[config.mk]
export PLATFORM = sky130hd
export DESIGN_NAME = pickup_qual_timer
export DESIGN_NICKNAME = d
export VERILOG_FILES = /design/src/rtl/pqt_pkg.sv /design/src/rtl/pqt_sampler.sv /design/src/rtl/pqt_counter.sv /design/src/rtl/pqt_ctrl.sv /design/src/rtl/pickup_qual_timer.sv
export SDC_FILE = /design/constraint.sdc
export NUM_CORES = 1
export LEC_CHECK = 0
export BUFFER_PORTS_ARGS = -buffer_cell sky130_fd_sc_hd__buf_4
export CAP_MARGIN = 20
export CORE_AREA = 2 2 84 86
export DETAILED_ROUTE_END_ITERATION = 7
export DIE_AREA = 0 0 86 88
export PLACE_DENSITY = 0.7
export REMOVE_ABC_BUFFERS = 1
export SYNTH_ARGS = -nofsm -noshare
export SYNTH_HDL_FRONTEND = slang
export SYNTH_HIERARCHICAL = 1
export SYNTH_SLANG_ARGS = --single-unit
[constraint.sdc]
create_clock -name clk -period 7.8 [get_ports clk]
set_clock_uncertainty 0.1 [all_clocks]
set_input_delay 0.39 -clock clk [delete_from_list [all_inputs] [get_ports clk]]
set_output_delay 0.39 -clock clk [all_outputs]
set_load 0.01 [all_outputs]
[src/rtl/pqt_pkg.sv]
// Package: shared types for the qualified pickup delay timer.
// Assumes: nothing beyond IEEE 1800-2017.
package pqt_pkg;

    // Control states of the pickup sequencer.
    typedef enum logic [1:0] {
        ST_IDLE   = 2'd0,
        ST_COUNT  = 2'd1,
        ST_PICKED = 2'd2
    } pqt_state_t;

endpackage

[src/rtl/pqt_sampler.sv]
// Module: pqt_sampler
// Takes the request, the three blockers, the tick and the pickup value into
// the clock domain. Forms the combined "qualified" term from the sampled bits.
// Assumes: all inputs are already synchronous to clk. IN_REG=0 bypasses the
// stage and is meant only for parents that register these inputs themselves.
module pqt_sampler #(
    parameter int CNT_W  = 16,
    parameter int IN_REG = 1
) (
    input  logic             clk,
    input  logic             rst_n,
    input  logic             trip_req,
    input  logic             inhibit,
    input  logic             block_in,
    input  logic             guard,
    input  logic             tick_en,
    input  logic [CNT_W-1:0] pickup_cnt,
    output logic             qual_s,
    output logic             tick_s,
    output logic [CNT_W-1:0] pk_s
);
    localparam int NBLK = 3;

    logic            req_r;
    logic [NBLK-1:0] blk_r;
    logic            tick_r;
    logic [CNT_W-1:0] pk_r;

    generate
        if (IN_REG != 0) begin : g_reg
            // Purpose: one synchronous sampling stage for every input.
            always_ff @(posedge clk) begin
                if (!rst_n) begin
                    req_r  <= 1'b0;
                    blk_r  <= '0;
                    tick_r <= 1'b0;
                    pk_r   <= '0;
                end else begin
                    req_r  <= trip_req;
                    blk_r  <= {guard, block_in, inhibit};
                    tick_r <= tick_en;
                    pk_r   <= pickup_cnt;
                end
            end
        end else begin : g_bypass
            // Purpose: pass-through when the parent already registers inputs.
            always_comb begin
                req_r  = trip_req;
                blk_r  = {guard, block_in, inhibit};
                tick_r = tick_en;
                pk_r   = pickup_cnt;
            end
        end
    endgenerate

    // Purpose: request counts only while no blocker is active.
    always_comb begin
        qual_s = req_r && (blk_r == '0);
        tick_s = tick_r;
        pk_s   = pk_r;
    end

endmodule

[src/rtl/pqt_counter.sv]
// Module: pqt_counter
// Tick counter for the pickup interval. Clear wins over increment. The counter
// holds at all ones instead of wrapping.
// Assumes: the controller never asks for an increment beyond the pickup value.
module pqt_counter #(
    parameter int CNT_W = 16
) (
    input  logic             clk,
    input  logic             rst_n,
    input  logic             clr,
    input  logic             inc,
    output logic [CNT_W-1:0] cnt_q
);
    localparam logic [CNT_W-1:0] CNT_MAX = {CNT_W{1'b1}};

    // Purpose: clear, advance or hold the tick count.
    always_ff @(posedge clk) begin
        if (!rst_n) begin
            cnt_q <= '0;
        end else if (clr) begin
            cnt_q <= '0;
        end else if (inc && (cnt_q != CNT_MAX)) begin
            cnt_q <= cnt_q + 1'b1;
        end
    end

endmodule

[src/rtl/pqt_ctrl.sv]
// Module: pqt_ctrl
// Pickup sequencer. Takes the pickup value at the start of a qualified
// interval, drives the counter and registers the pre-trip output.
// Assumes: cnt_q is zero whenever the sequencer is idle, because the counter
// is cleared on every unqualified cycle.
module pqt_ctrl
    import pqt_pkg::*;
#(
    parameter int CNT_W = 16
) (
    input  logic             clk,
    input  logic             rst_n,
    input  logic             qual_s,
    input  logic             tick_s,
    input  logic [CNT_W-1:0] pk_s,
    input  logic [CNT_W-1:0] cnt_q,
    output logic             cnt_clr,
    output logic             cnt_inc,
    output pqt_state_t       state_q,
    output logic [CNT_W-1:0] hold_q,
    output logic             out_q
);
    localparam int EXT_W = CNT_W + 1;

    pqt_state_t       state_d;
    logic [CNT_W-1:0] lim;
    logic [EXT_W-1:0] cnt_next;
    logic             reach;

    // Purpose: choose the active limit and test whether this cycle completes it.
    always_comb begin
        lim      = (state_q == ST_IDLE) ? pk_s : hold_q;
        cnt_next = {1'b0, cnt_q} + EXT_W'(1);
        reach    = (lim == '0) || (tick_s && (cnt_next >= {1'b0, lim}));
    end

    // Purpose: next-state decision of the pickup sequencer.
    always_comb begin
        state_d = state_q;
        if (!qual_s) begin
            state_d = ST_IDLE;
        end else begin
            case (state_q)
                ST_IDLE, ST_COUNT: state_d = reach ? ST_PICKED : ST_COUNT;
                ST_PICKED:         state_d = ST_PICKED;
                default:           state_d = ST_IDLE;
            endcase
        end
    end

    // Purpose: counter control, clearing on any unqualified cycle.
    always_comb begin
        cnt_clr = !qual_s;
        cnt_inc = qual_s && tick_s && (state_q != ST_PICKED);
    end

    // Purpose: state, captured limit and registered output.
    always_ff @(posedge clk) begin
        if (!rst_n) begin
            state_q <= ST_IDLE;
            hold_q  <= '0;
            out_q   <= 1'b0;
        end else begin
            state_q <= state_d;
            if (state_q == ST_IDLE) begin
                hold_q <= pk_s;
            end
            out_q <= (state_d == ST_PICKED);
        end
    end

endmodule

[src/rtl/pickup_qual_timer.sv]
// Module: pickup_qual_timer (top)
// Qualified pickup delay timer. The request must stay high, with inhibit,
// block and guard all low, for pickup_cnt tick pulses before pre_trip rises.
// Any break in qualification clears the count.
// Assumes: synchronous inputs and a synchronous active-low reset.
module pickup_qual_timer
    import pqt_pkg::*;
#(
    parameter int CNT_W  = 16,
    parameter int IN_REG = 1
) (
    input  logic             clk,
    input  logic             rst_n,
    input  logic             tick_en,
    input  logic             trip_req,
    input  logic             inhibit,
    input  logic             block_in,
    input  logic             guard,
    input  logic [CNT_W-1:0] pickup_cnt,
    output logic             pre_trip
);
    logic             qual_s;
    logic             tick_s;
    logic [CNT_W-1:0] pk_s;
    logic [CNT_W-1:0] cnt_q;
    logic             cnt_clr;
    logic             cnt_inc;
    pqt_state_t       state_q;
    logic [CNT_W-1:0] hold_q;
    logic             out_q;

    pqt_sampler #(.CNT_W(CNT_W), .IN_REG(IN_REG)) u_samp (
        .clk(clk), .rst_n(rst_n),
        .trip_req(trip_req), .inhibit(inhibit), .block_in(block_in),
        .guard(guard), .tick_en(tick_en), .pickup_cnt(pickup_cnt),
        .qual_s(qual_s), .tick_s(tick_s), .pk_s(pk_s)
    );

    pqt_counter #(.CNT_W(CNT_W)) u_cnt (
        .clk(clk), .rst_n(rst_n),
        .clr(cnt_clr), .inc(cnt_inc), .cnt_q(cnt_q)
    );

    pqt_ctrl #(.CNT_W(CNT_W)) u_ctrl (
        .clk(clk), .rst_n(rst_n),
        .qual_s(qual_s), .tick_s(tick_s), .pk_s(pk_s), .cnt_q(cnt_q),
        .cnt_clr(cnt_clr), .cnt_inc(cnt_inc),
        .state_q(state_q), .hold_q(hold_q), .out_q(out_q)
    );

    // Purpose: expose the registered output.
    assign pre_trip = out_q;

endmodule

==> results summary <==
The area growth from synthesis to layout is 11.2%. In this run the tightest slew margin relative to its limit is between 50% and 60%. For the worst flop-to-flop path, the logic depth is 11. Registers take 1120 um2.

The congestion estimate from routability-driven global placement came to slightly below 0.8. In this run the count of I/O pins placed on the die edge is 24. The net count of the finished layout came out at 357. For this block, the initial DRC count from the detailed router was 74. The analysis attributes to cell leakage a power of 1.40 nW. The total cell area at the placement stage is around 3200 um2. The clock network latency to the later pin of the worst-skew pair is 0.32 ns. The first-pass GRT wire length came out at 9540 um. The tree is rooted in a sky130_fd_sc_hd__clkbuf_8. The warning count from the yosys run is 6. The critical-path maximum fanout is 10. The die width came out at roughly 86 um. The global routing usage summed across all routing layers is 16.2%.

After detailed routing, the number of vias per cell comes to 5.49. Entering global routing, the biggest net connects 41 pins. The family with the most delay on the worst path is simple AND/OR/NAND/NOR gates.

The number of instances resized during post-cts repair came out at 0. The met2 capacity usage during global routing came out at between 20% and 30%. The worst-case IR drop observed on VDD is 66.0 uV. The area of the die is ~7600 um2. Detailed placement finished with a half-perimeter wire length of 4320 um. The critical path is of the reg2reg type. Counting every instance in the synthesized netlist gives 291.

At the pin with the least slew margin, the transition time is 0.615 ns. The clock-pin slew reported for the worst setup and hold paths after clock tree synthesis came out at 0.10 ns. The distinct cell type count after synthesis is 57. Buffers added to address setup during post-CTS repair amount to 0. The number of flops mapped to enable cells by yosys came out at 0.

The fraction of the core area covered by cells at the end of the flow came out at around half. STA classifies the critical path startpoint as a flip-flop. The sequential fraction of the synthesis area came out at 38.4%. In the final layout, the share of cells above drive strength 1 is 21.5%. The worst hold path passes through 2 cells. The setup TNS after final layout is 0 ns. The wire length after detailed routing came out at 5900 um.

The global routing stage identified its most utilized layer as met2. The number of storage elements in the synthesis netlist came out at 56. The number of inserted filler cells in the final layout is slightly above 600.

The cell row count came out at 30. The number of global-route vias before repair was 2071. The number of clock sinks came out at 56.

The power per cell area is about 160 nW/um2. Max-cap violations in this run came to 0. The total via count after detailed routing is 2180. The total number of cells along the worst setup path came out at 11. The core region is 6640 um2. The wire length per cell after detailed routing is 14.9 um. The final setup violation count is 0.

Setup repair after global routing left no endpoint under its margin. The run finished with clean final reports. The count of input and output buffers came out at 23.

The vertical extent of the die came out at 88 um. The data arrival time of the worst path is 2.96 ns. Counting the buffers created by CTS gives 5.

For this run, the detailed router's first-pass iteration total came to 4. For this run, the leading register cell type out of synthesis is sky130_fd_sc_hd__dfxtp_1. The total count of max-transition violations in the final report came out at 0. 0 antenna diodes ended up in the layout. The number of nets still failing antenna checks after routing is 0. The number of DRC violations after detailed routing is 0. The required time at the endpoint of the critical path is 7.91 ns. The met3 capacity usage during global routing came out at 2.83%. The met1 usage in global routing came out at 19.6%. The total overflow left after global routing is 0.

Traced cell by cell, the critical path runs through and2_1 > and4_1 > and2_4 > nand3_1 > xnor2_1 > ha_1 > nand3_1 > nor3_1 > a32o_2 > o21ai_2 > and4b_1. The post-synthesis area per instance is 10.0 um2. In this run the worst hold path is classified as in2reg. The count of buffering cells on the critical path with inverters included came out at 0. The delay contributed by the slowest stage of the critical path is 0.59 ns.

Among all stages on the critical path, the largest delay is contributed by sky130_fd_sc_hd__dfxtp_1. The share of the clock period used by the worst path is 36.6%. The post-cts hold buffer count is 0. In this design, the critical path's most frequently occurring cell is sky130_fd_sc_hd__nand3_1. The async set or reset register ratio after synthesis came out at 0%. The time the final worst path needs with I/O delays and setup is 2.85 ns. Counting along the longest clock path gives a buffer depth of 2.

TritonCTS built the clock tree. The count of endpoints failing hold in the final timing report is 0. The number of levels the H-tree was split into came out at 2. The worst setup path is captured at a flip-flop. The final standard cell area without fillers came out at 3240 um2. Once the floorplan was initialized, standard cells occupied 43.9% of the core. After synthesis the cells add up to 2920 um2. Based on the critical path, the design can be clocked at up to 351 MHz.

The number of antenna violations at the first check in global routing is 0. In the final layout, the multi-input gates occupy 1740 um2.
[routing by layer]
metal	vias to the layer above	part of all wire, %
li1	1117	-
met1	1029	47
met2	27	48
met3	7	2.9
met4	0	1.4
met5	-	0
[per-stage QoR]
step | hold slack (ns) | std cells | total power, mW | setup slack [ns]
3_5_place_dp | 0.448 | 389 | 0.347 | 4.98
6_report | 0.174 | 397 | 0.506 | 4.95
5_1_grt | 0.165 | 397 | 0.529 | 4.80
2_1_floorplan | 0.401 | 286 | 0.330 | 5.25
3_3_place_gp | 0.435 | 389 | 0.346 | 5.10
4_1_cts | 0.161 | 397 | 0.514 | 4.98
[synth_stat cells (all sizes together), types with 3 or more instances]
master  instances  area share (%)
a21o            3            0.77
a21oi          10             1.7
and2           27             6.6
and3            4            0.90
and4            5             1.6
buf             3             1.0
dfxtp          56              38
ha             18             7.7
inv             4            0.51
mux2i          16             5.5
nand2          16             2.1
nand3          12             2.7
nand4          10             3.4
nor2           16             2.3
nor2b          16             3.4
nor3            6             1.6
nor4           10             2.4
o21ai           7             1.3
o311ai          4             1.7
o41ai           3             1.5
xnor2          10             3.0
xor2            8             2.4
[logic make-up (layout without fill, tap and decap cells)]
group | count (synthesis) | in the layout | share of synthesized area (%)
compound gates | 41 | 41 | 10.9
xor+xnor | 18 | 18 | 5.40
simple gates | 132 | 132 | 29.8
flops | 56 | 56 | 38.4
buf+inv | 9 | 35 | 1.80
mux | 17 | 17 | 5.87
fa+ha+maj | 18 | 18 | 7.72
[area by class of cell]
cell class	count	area share [%]
inverters	4	0.463
clock buffers	5	2.12
repair buffers	23	5.32
multi-input cells	226	53.8
well taps	80	3.09
clock inverters	3	0.694
flip-flops and latches	56	34.6
[path summary, 6_finish.rpt]
path | slack [ns] | from | endpoint
worst max-delay path | 4.95 | u_cnt/cnt_q[3] | u_ctrl/state_q[0]
worst min-delay path | 0.17 | pickup_cnt[3] | u_samp/pk_s[3]
worst max register to register | 4.95 | u_cnt/cnt_q[3] | u_ctrl/state_q[0]
worst min register to register | 0.46 | u_samp/tick_s | u_ctrl/state_q[1]
[flip-flops by register name (all words and copies together), names as in the netlist]
signal	count
u_ctrl/hold_q	16
u_cnt/cnt_q	16
u_samp/pk_s	16
u_samp/req_r	1
u_samp/blk_r	3
u_samp/tick_s	1
u_ctrl/out_q	1
u_ctrl/state_q	2
[power by group]
part           internal, mW  leakage (nW)  total, mW  switching, mW
Clock                0.0646        0.0485      0.165          0.101
Combinational        0.0212         0.890     0.0392         0.0180
Sequential            0.296         0.459      0.301        0.00571
Total                 0.381          1.40      0.506          0.124
[cell usage in the layout, fill, tap and decap left out, types with 3 or more instances in the layout]
cell type	synthesis	final
sky130_fd_sc_hd__nor2_1	15	15
sky130_fd_sc_hd__ha_1	18	18
sky130_fd_sc_hd__dfxtp_1	56	56
sky130_fd_sc_hd__and2_2	16	16
sky130_fd_sc_hd__clkbuf_8	0	5
sky130_fd_sc_hd__nor4_1	9	9
sky130_fd_sc_hd__buf_4	1	23
sky130_fd_sc_hd__a21o_1	3	3
sky130_fd_sc_hd__inv_1	4	4
sky130_fd_sc_hd__xor2_1	8	8
sky130_fd_sc_hd__nor2b_1	16	16
sky130_fd_sc_hd__xnor2_1	10	10
sky130_fd_sc_hd__nand3_1	10	10
sky130_fd_sc_hd__nand4_1	7	7
sky130_fd_sc_hd__nor3_1	4	4
sky130_fd_sc_hd__nand2_1	16	16
sky130_fd_sc_hd__and3_1	3	3
sky130_fd_sc_hd__and4_1	3	3
sky130_fd_sc_hd__a21oi_1	10	10
sky130_fd_sc_hd__mux2i_1	16	16
sky130_fd_sc_hd__and2_1	10	10
sky130_fd_sc_hd__o21ai_0	6	6
No activity file was read; power rests on OpenSTA's default activity.
